**config.mk**
```make
export PLATFORM = sky130hd
export DESIGN_NAME = fuse_lock_bank
export DESIGN_NICKNAME = d
export VERILOG_FILES = /design/src/rtl/lockbank_pkg.sv /design/src/rtl/lock_bank_view.sv /design/src/rtl/lock_plane.sv /design/src/rtl/lock_global.sv /design/src/rtl/fuse_lock_bank.sv
export SDC_FILE = /design/constraint.sdc
export NUM_CORES = 1
export LEC_CHECK = 0
export BUFFER_PORTS_ARGS = -buffer_cell sky130_fd_sc_hd__buf_2
export CORE_ASPECT_RATIO = 0.5
export CORE_MARGIN = 4
export CORE_UTILIZATION = 29
export DETAILED_ROUTE_END_ITERATION = 8
export GPL_TIMING_DRIVEN = 1
export REMOVE_ABC_BUFFERS = 1
export SLEW_MARGIN = 10
export SYNTH_ARGS = -nofsm -noshare
export SYNTH_HDL_FRONTEND = slang
export SYNTH_HIERARCHICAL = 1
export SYNTH_SLANG_ARGS = --single-unit
```
**constraint.sdc**
```tcl
create_clock -name clk -period 9.8 [get_ports clk]
set_input_delay 1.47 -clock clk [delete_from_list [all_inputs] [get_ports clk]]
set_output_delay 1.47 -clock clk [all_outputs]
set_load 0.005 [all_outputs]
```
**src/rtl/lockbank_pkg.sv**
```systemverilog
// Shared address map, plane identifiers and the bank decode helper.
package lockbank_pkg;
    localparam logic [11:0] OFF_GLOCK  = 12'h010;
    localparam logic [11:0] OFF_DBG    = 12'h014;
    localparam logic [11:0] OFF_PERM   = 12'h04C;
    localparam logic [11:0] OFF_PROG   = 12'h064;
    localparam logic [11:0] OFF_SWRITE = 12'h07C;
    localparam logic [11:0] OFF_RELOAD = 12'h094;
    localparam int          BANK_W     = 32;
    localparam int          BANK_SLOTS = 3;
    localparam int          NPLANES    = 3;

    typedef enum logic [1:0] {PL_PROG = 2'd0, PL_SWRITE = 2'd1, PL_RELOAD = 2'd2} plane_e;

    typedef struct packed {
        logic       hit;
        logic [1:0] bank;
    } bank_sel_t;

    // Base offset of a lock plane.
    function automatic logic [11:0] plane_base(input int p);
        case (p)
            0:       plane_base = OFF_PROG;
            1:       plane_base = OFF_SWRITE;
            default: plane_base = OFF_RELOAD;
        endcase
    endfunction

    // Decode an address against a banked region of BANK_SLOTS word registers.
    function automatic bank_sel_t bank_decode(input logic [11:0] addr, input logic [11:0] base);
        logic [11:0] d;
        d = addr - base;
        bank_decode.hit  = (addr >= base) && (d < 12'(4 * BANK_SLOTS)) && (addr[1:0] == 2'b00);
        bank_decode.bank = d[3:2];
    endfunction
endpackage

```
**src/rtl/lock_bank_view.sv**
```systemverilog
// Banked read view of a per-word vector.
// Assumes NUM_WORDS <= BANK_W*BANK_SLOTS. Bits at or past NUM_WORDS read as 0.
module lock_bank_view #(
    parameter int NUM_WORDS = 96
) (
    input  logic [NUM_WORDS-1:0] vec,
    input  logic [1:0]           sel_bank,
    output logic [31:0]          rd_data
);
    import lockbank_pkg::*;
    localparam int NB = (NUM_WORDS + BANK_W - 1) / BANK_W;

    logic [NB*BANK_W-1:0] padded;

    // Zero-pad the vector up to whole banks.
    always_comb begin
        padded                 = '0;
        padded[NUM_WORDS-1:0]  = vec;
    end

    // Select the addressed bank; banks beyond the word range read zero.
    always_comb begin
        rd_data = '0;
        for (int b = 0; b < NB; b++) begin
            if (sel_bank == 2'(b)) rd_data = padded[b*BANK_W +: BANK_W];
        end
    end
endmodule

```
**src/rtl/lock_plane.sv**
```systemverilog
// One sticky lock plane: one write-one-to-set bit per word, a banked readback
// and a lock lookup for a requested word. Indices >= NUM_WORDS are reported locked.
module lock_plane #(
    parameter int NUM_WORDS = 96,
    parameter int IDX_W     = 7
) (
    input  logic             clk,
    input  logic             rst_n,
    input  logic             wr_en,
    input  logic [1:0]       sel_bank,
    input  logic [31:0]      wr_mask,
    output logic [31:0]      rd_data,
    input  logic [IDX_W-1:0] chk_word,
    output logic             chk_locked
);
    import lockbank_pkg::*;

    logic [NUM_WORDS-1:0] bits;
    logic [NUM_WORDS-1:0] set_vec;
    logic [NUM_WORDS-1:0] prev_bits;

    // Map the bank write mask onto word positions.
    always_comb begin
        set_vec = '0;
        for (int i = 0; i < NUM_WORDS; i++) begin
            set_vec[i] = wr_en && (sel_bank == 2'(i / BANK_W)) && wr_mask[i % BANK_W];
        end
    end

    // Lock bits accumulate set requests; only reset clears them.
    always_ff @(posedge clk) begin
        if (!rst_n) bits <= '0;
        else        bits <= bits | set_vec;
    end

    // Lock lookup for the requested word; out-of-range words count as locked.
    always_comb begin
        chk_locked = 1'b1;
        for (int i = 0; i < NUM_WORDS; i++) begin
            if (chk_word == IDX_W'(i)) chk_locked = bits[i];
        end
    end

    lock_bank_view #(.NUM_WORDS(NUM_WORDS)) u_view (
        .vec      (bits),
        .sel_bank (sel_bank),
        .rd_data  (rd_data)
    );

    // Previous state, kept for the stickiness check.
    always_ff @(posedge clk) begin
        if (!rst_n) prev_bits <= '0;
        else        prev_bits <= bits;
    end

    a_r2_sticky_bits: assert property (@(posedge clk) disable iff (!rst_n)
        (bits & prev_bits) == prev_bits);
endmodule

```
**src/rtl/lock_global.sv**
```systemverilog
// Global feature locks (upper, debug, programming) and the debug-enable register.
// The feature locks are set-only. The debug register is frozen by the debug lock.
module lock_global (
    input  logic        clk,
    input  logic        rst_n,
    input  logic        wr_glock,
    input  logic        wr_dbg,
    input  logic [31:0] wdata,
    output logic [31:0] glock_word,
    output logic [31:0] dbg_val,
    output logic        glk_upper,
    output logic        glk_dbg,
    output logic        glk_prog
);
    // Feature lock bits: set by writing ones at bits 0, 2 and 4.
    always_ff @(posedge clk) begin
        if (!rst_n) begin
            glk_upper <= 1'b0;
            glk_dbg   <= 1'b0;
            glk_prog  <= 1'b0;
        end else if (wr_glock) begin
            glk_upper <= glk_upper | wdata[0];
            glk_dbg   <= glk_dbg   | wdata[2];
            glk_prog  <= glk_prog  | wdata[4];
        end
    end

    // Debug-enable register, writable only while the debug lock is clear.
    always_ff @(posedge clk) begin
        if (!rst_n)                 dbg_val <= '0;
        else if (wr_dbg && !glk_dbg) dbg_val <= wdata;
    end

    // Readback image of the global lock register.
    assign glock_word = {27'b0, glk_prog, 1'b0, glk_dbg, 1'b0, glk_upper};

    a_r7_dbg_frozen: assert property (@(posedge clk) disable iff (!rst_n)
        glk_dbg |=> $stable(dbg_val));
    a_r5_prog_lock_sticky: assert property (@(posedge clk) disable iff (!rst_n)
        glk_prog |=> glk_prog);
endmodule

```
**src/rtl/fuse_lock_bank.sv**
```systemverilog
// Top of the lock bank. It decodes the register bus, holds three lock planes,
// the global locks and the permanent-lock view, and gates per-word operations.
// Assumes NUM_WORDS <= 96 (three 32-bit bank slots per plane).
module fuse_lock_bank #(
    parameter int NUM_WORDS = 96,
    parameter int IDX_W     = $clog2(NUM_WORDS + 1)
) (
    input  logic                 clk,
    input  logic                 rst_n,
    input  logic                 bus_wr,
    input  logic [11:0]          bus_addr,
    input  logic [31:0]          bus_wdata,
    output logic [31:0]          bus_rdata,
    input  logic [NUM_WORDS-1:0] perm_lock,
    input  logic [IDX_W-1:0]     req_word,
    input  logic                 req_reload,
    input  logic                 req_swrite,
    input  logic                 req_prog,
    output logic                 allow_reload,
    output logic                 allow_swrite,
    output logic                 allow_prog,
    output logic                 viol_reload,
    output logic                 viol_swrite,
    output logic                 viol_prog,
    output logic                 upper_lock,
    output logic [31:0]          dbg_enable
);
    import lockbank_pkg::*;

    logic [31:0]        plane_rd  [NPLANES];
    logic [NPLANES-1:0] plane_hit;
    logic [NPLANES-1:0] plane_locked;
    logic [31:0]        glock_word;
    logic [31:0]        perm_rd;
    logic               glk_upper, glk_dbg, glk_prog;
    bank_sel_t          perm_sel;

    // One lock plane per operation kind, each at its own base offset.
    for (genvar p = 0; p < NPLANES; p++) begin : g_plane
        bank_sel_t sel;
        assign sel          = bank_decode(bus_addr, plane_base(p));
        assign plane_hit[p] = sel.hit;
        lock_plane #(.NUM_WORDS(NUM_WORDS), .IDX_W(IDX_W)) u_plane (
            .clk        (clk),
            .rst_n      (rst_n),
            .wr_en      (bus_wr && sel.hit),
            .sel_bank   (sel.bank),
            .wr_mask    (bus_wdata),
            .rd_data    (plane_rd[p]),
            .chk_word   (req_word),
            .chk_locked (plane_locked[p])
        );
    end

    lock_global u_global (
        .clk        (clk),
        .rst_n      (rst_n),
        .wr_glock   (bus_wr && bus_addr == OFF_GLOCK),
        .wr_dbg     (bus_wr && bus_addr == OFF_DBG),
        .wdata      (bus_wdata),
        .glock_word (glock_word),
        .dbg_val    (dbg_enable),
        .glk_upper  (glk_upper),
        .glk_dbg    (glk_dbg),
        .glk_prog   (glk_prog)
    );

    // Read-only permanent-lock status in the banked layout.
    assign perm_sel = bank_decode(bus_addr, OFF_PERM);
    lock_bank_view #(.NUM_WORDS(NUM_WORDS)) u_perm (
        .vec      (perm_lock),
        .sel_bank (perm_sel.bank),
        .rd_data  (perm_rd)
    );

    // Read mux: mapped registers only; everything else reads zero.
    always_comb begin
        bus_rdata = '0;
        if (bus_addr == OFF_GLOCK)   bus_rdata = glock_word;
        else if (bus_addr == OFF_DBG) bus_rdata = dbg_enable;
        else if (perm_sel.hit)        bus_rdata = perm_rd;
        else begin
            for (int p = 0; p < NPLANES; p++) begin
                if (plane_hit[p]) bus_rdata = plane_rd[p];
            end
        end
    end

    // Combinational gating for the requested word.
    assign allow_prog   = !plane_locked[PL_PROG] && !glk_prog;
    assign allow_swrite = !plane_locked[PL_SWRITE];
    assign allow_reload = !plane_locked[PL_RELOAD];
    assign upper_lock   = glk_upper;

    // One-cycle violation flags for refused request strobes.
    always_ff @(posedge clk) begin
        if (!rst_n) begin
            viol_reload <= 1'b0;
            viol_swrite <= 1'b0;
            viol_prog   <= 1'b0;
        end else begin
            viol_reload <= req_reload && !allow_reload;
            viol_swrite <= req_swrite && !allow_swrite;
            viol_prog   <= req_prog   && !allow_prog;
        end
    end

    a_r6_glock_refuses: assert property (@(posedge clk) disable iff (!rst_n)
        (req_prog && glk_prog) |=> viol_prog);
    a_r9_no_spurious_reload: assert property (@(posedge clk) disable iff (!rst_n)
        !req_reload |=> !viol_reload);
    a_r9_no_spurious_swrite: assert property (@(posedge clk) disable iff (!rst_n)
        !req_swrite |=> !viol_swrite);
    a_r10_range_refused: assert property (@(posedge clk) disable iff (!rst_n)
        (int'(req_word) >= NUM_WORDS) |-> (!allow_reload && !allow_swrite && !allow_prog));
endmodule

```
==> impl_metrics.py <==
metrics = {
    "clock_network": {
        "cts_sinks": 326,
        "cts_tree": "done",
        "htreeDepth": 2,
        "cts_setup_buffers": 0,
        "clockRootBuffer": "clkbuf_16",
        "cts_buffer_depth": 3,
        "path_clk_slew_ps": 60,
        "cts_resized": 0,
        "insertion_delay_ps": 550,
        "postCtsHoldBufs": 0,
        "numCtsBuffers": 38,
    },
    "setup_path": {
        "crit_chain": "buf_2 -> inv_8 -> ha_4 -> inv_2 -> nor2b_4 -> o2bb2ai_1 -> nor4b_1 -> a21oi_1 -> o41ai_1 -> buf_2",
        "crit_buf_inv": 4,
        "max_stage_delay_ps": 1030,
        "crit_type": "in2out",
        "crit_slowest_cell": "nor2b_4",
        "cp_top_family": "buffers and inverters",
        "worst_ep_arrival_time_ps": 5410,
        "crit_required_ps": 8330,
        "endpoint_kind": "output port",
        "critPathMaxFanout": 48,
        "start_kind": "input port",
        "crit_top_cell": "buf_2",
    },
    "grt": {
        "grt_overflow": 0,
        "antenna_found_initial": 1,
        "grt_max_degree": 134,
        "top_usage_layer": "met2",
        "grt_pass1_vias": 18400,
        "gr-usage-met1_pct": 27.7,
        "use_met2_pct": 31.5,
        "grt_pass1_wl_um": 120000,
        "track_usage_pct": 19.8,
        "grtUsageMet3_pct": 3.05,
    },
    "layout": {
        "nFillCells": 7526,
        "drive_above_1_share_pct": 17.2,
        "layout_commonest_cell": "a21oi_1",
        "finalNetCount": 2684,
        "final_cell_mix": "346 x a21oi_1, 326 x dfxtp_1, 310 x nor2b_1, 219 x buf_2, 212 x mux2i_1",
        "diodes": 0,
        "final_area_sq_um": 23400,
        "syn2layout_area_growth_pct": 11.3,
        "final_core_util_pct": 32.8,
    },
    "logic_synthesis": {
        "yosys.cell_types.count": 82,
        "ys_seq_area_share_pct": 31.0,
        "yosysWarningCount": 6,
        "avgSynthCellArea_sq_um": 8.53,
        "synth_edf_count": 0,
        "synthTopCellsByArea": "dfxtp_1 31%, mux2i_1 10%, nor2b_1 9.3%",
        "synth_flop_cell": "dfxtp_1",
        "syn-cell-area_sq_um": 21000,
        "netlist_instances": 2466,
        "synthArstFlopShare_pct": 0,
        "synth_top_area_share_pct": 31.0,
        "synth_seq_cells": 326,
        "yosys.area.top_type": "dfxtp_1",
    },
    "routing": {
        "vias": 19900,
        "ant_nets": 0,
        "drc": 0,
        "routed_wl_um": 80700,
        "first_pass_iters": 5,
        "drtIter0Drc": 2287,
        "avgViaCountPerCell": 5.68,
        "wl_per_cell_um": 23.0,
    },
    "min_path": {
        "min_path_type": "reg2reg",
    },
    "sta": {
        "finalSetupViolations": 0,
        "min_period_over_period_pct": 70.2,
        "period_minus_slack_ps": 6880,
        "skew_ps": 12.2,
        "rsz0062_at_grt": "no",
        "maxSlewViolCount": 0,
        "tightest_slew_ps": 1120,
        "max_slew_margin_pct": 25.3,
        "hold_violations": 0,
        "worst_slack_ps": 2920,
        "fmax_ghz": 0.145,
    },
    "power": {
        "switchingPower_uw": 879,
        "clock_power_share_pct": 45.9,
        "p_per_area_nw_per_um2": 137,
        "cellLeakagePower_nw": 8.56,
        "p_int_mw": 2.32,
        "p_seq_share_pct": 41.4,
        "p_comb_share_pct": 12.7,
        "ir_worst_vdd_v": 0.0000829,
        "power_mw": 3.20,
        "p_sw_share_pct": 27.5,
    },
    "placed_design": {
        "dpl_cell_area_sq_um": 22100,
        "portBuffers": 223,
        "place_ws_ps": 2990,
        "gp_congestion": 0.993,
        "post-dp-hpwl_um": 57300,
    },
    "outcome": {
        "status": "finished clean",
    },
    "floorplan": {
        "die-area_sq_um": 77100,
        "die_x_um": 389,
        "io_pins": 224,
        "fp-row-count": 69,
        "core_area_sq_um": 71400,
        "start_util_pct": 29.5,
        "die_h_um": 198,
    },
    "flow_run": {
        "maxCapViolCount": 0,
    },
}
## metal layers
layer / part of all wire (%) / up-vias
met3: 8.2 / 122
met2: 45 / 876
li1: - / 9171
met1: 44 / 9769
met4: 3.2 / 0
met5: 0 / -
## Yosys cell counts, types with 17 or more instances
cell       instances
clkbuf_1         104
nand2_1          121
nor2_1            93
a21oi_1          346
nand3_1           36
buf_2             53
o2bb2ai_1         88
a221oi_1          17
o211ai_1          18
nor2b_1          311
buf_4             48
or3_1             25
a2bb2oi_1         25
nor3_1            36
a31o_2            17
a31oi_1           38
dfxtp_1          326
o22ai_1           37
o21ai_0           66
nand2b_1          36
o2bb2ai_2         40
mux2i_1          212
buf_6             52
a41o_1            19
nor4b_1           21
inv_1             28
## worst register-to-register path, delay by kind of cell, from the launching register on
family	cells	cell delay (ps)
muxes	2	270
AOI/OAI and AO/OA	4	1200
DFF	1	390
and+or+nand+nor	3	510
## stage by stage
step                      instances  setup TNS (ps)  hold slack [ps]
after floorplan                2233         -146040              461
after global placement         3444               0              455
after detailed placement       3444               0              461
after CTS                      3511               0              470
after global routing           3511               0              497
final                          3511               0              474
## final cells by class
type                    count  area (sq um)  area share, %
clock buffers              52          1090           4.68
clock inverters            15           169          0.722
inverters                  31           124          0.529
multi-input cells        1876         12900           55.2
flip-flops and latches    326          6530           27.9
well taps                 958          1200           5.12
repair buffers            253          1370           5.85
## power by group through the flow
stage	clock, mW	combinational [mW]	sequential [mW]
final	1.47	0.408	1.33
after global routing	1.54	0.429	1.33
after CTS	1.49	0.396	1.33
after detailed placement	0	0.395	1.36
after global placement	0	0.393	1.36
after floorplan	0	0.203	1.36
## sequential cells by signal (all words and copies together), names as in the netlist
register and flops:
u_global/glk_dbg 1, u_global/glk_prog 1, u_global/glk_upper 1, viol_reload 1, viol_prog 1, g_plane.u_plane/bits 288, u_global/dbg_val 32, viol_swrite 1
## worst paths after layout
check                                                 start                   end  slack (ps)  depth (start not counted)
worst max register to register  g_plane[0].u_plane/bits[75]             viol_prog        7370                          9
worst max-delay path                            bus_addr[2]         bus_rdata[27]        2920                         10
worst min-delay path                   u_global/dbg_val[31]  u_global/dbg_val[31]         470                          2
worst min register to register         u_global/dbg_val[31]  u_global/dbg_val[31]         470                          2
## cell families (layout without fill, tap and decap cells)
family | after synthesis | in the layout | synth area share, %
fa+ha+maj | 5 | 5 | 0.297
flops | 326 | 326 | 31.0
simple gates | 758 | 758 | 20.7
buf+inv | 292 | 351 | 8.42
other cells | 1 | 29 | 0.0178
mux | 236 | 236 | 11.5
xor+xnor | 4 | 4 | 0.167
compound gates | 844 | 844 | 27.8
No activity file was read; power rests on OpenSTA's default activity.
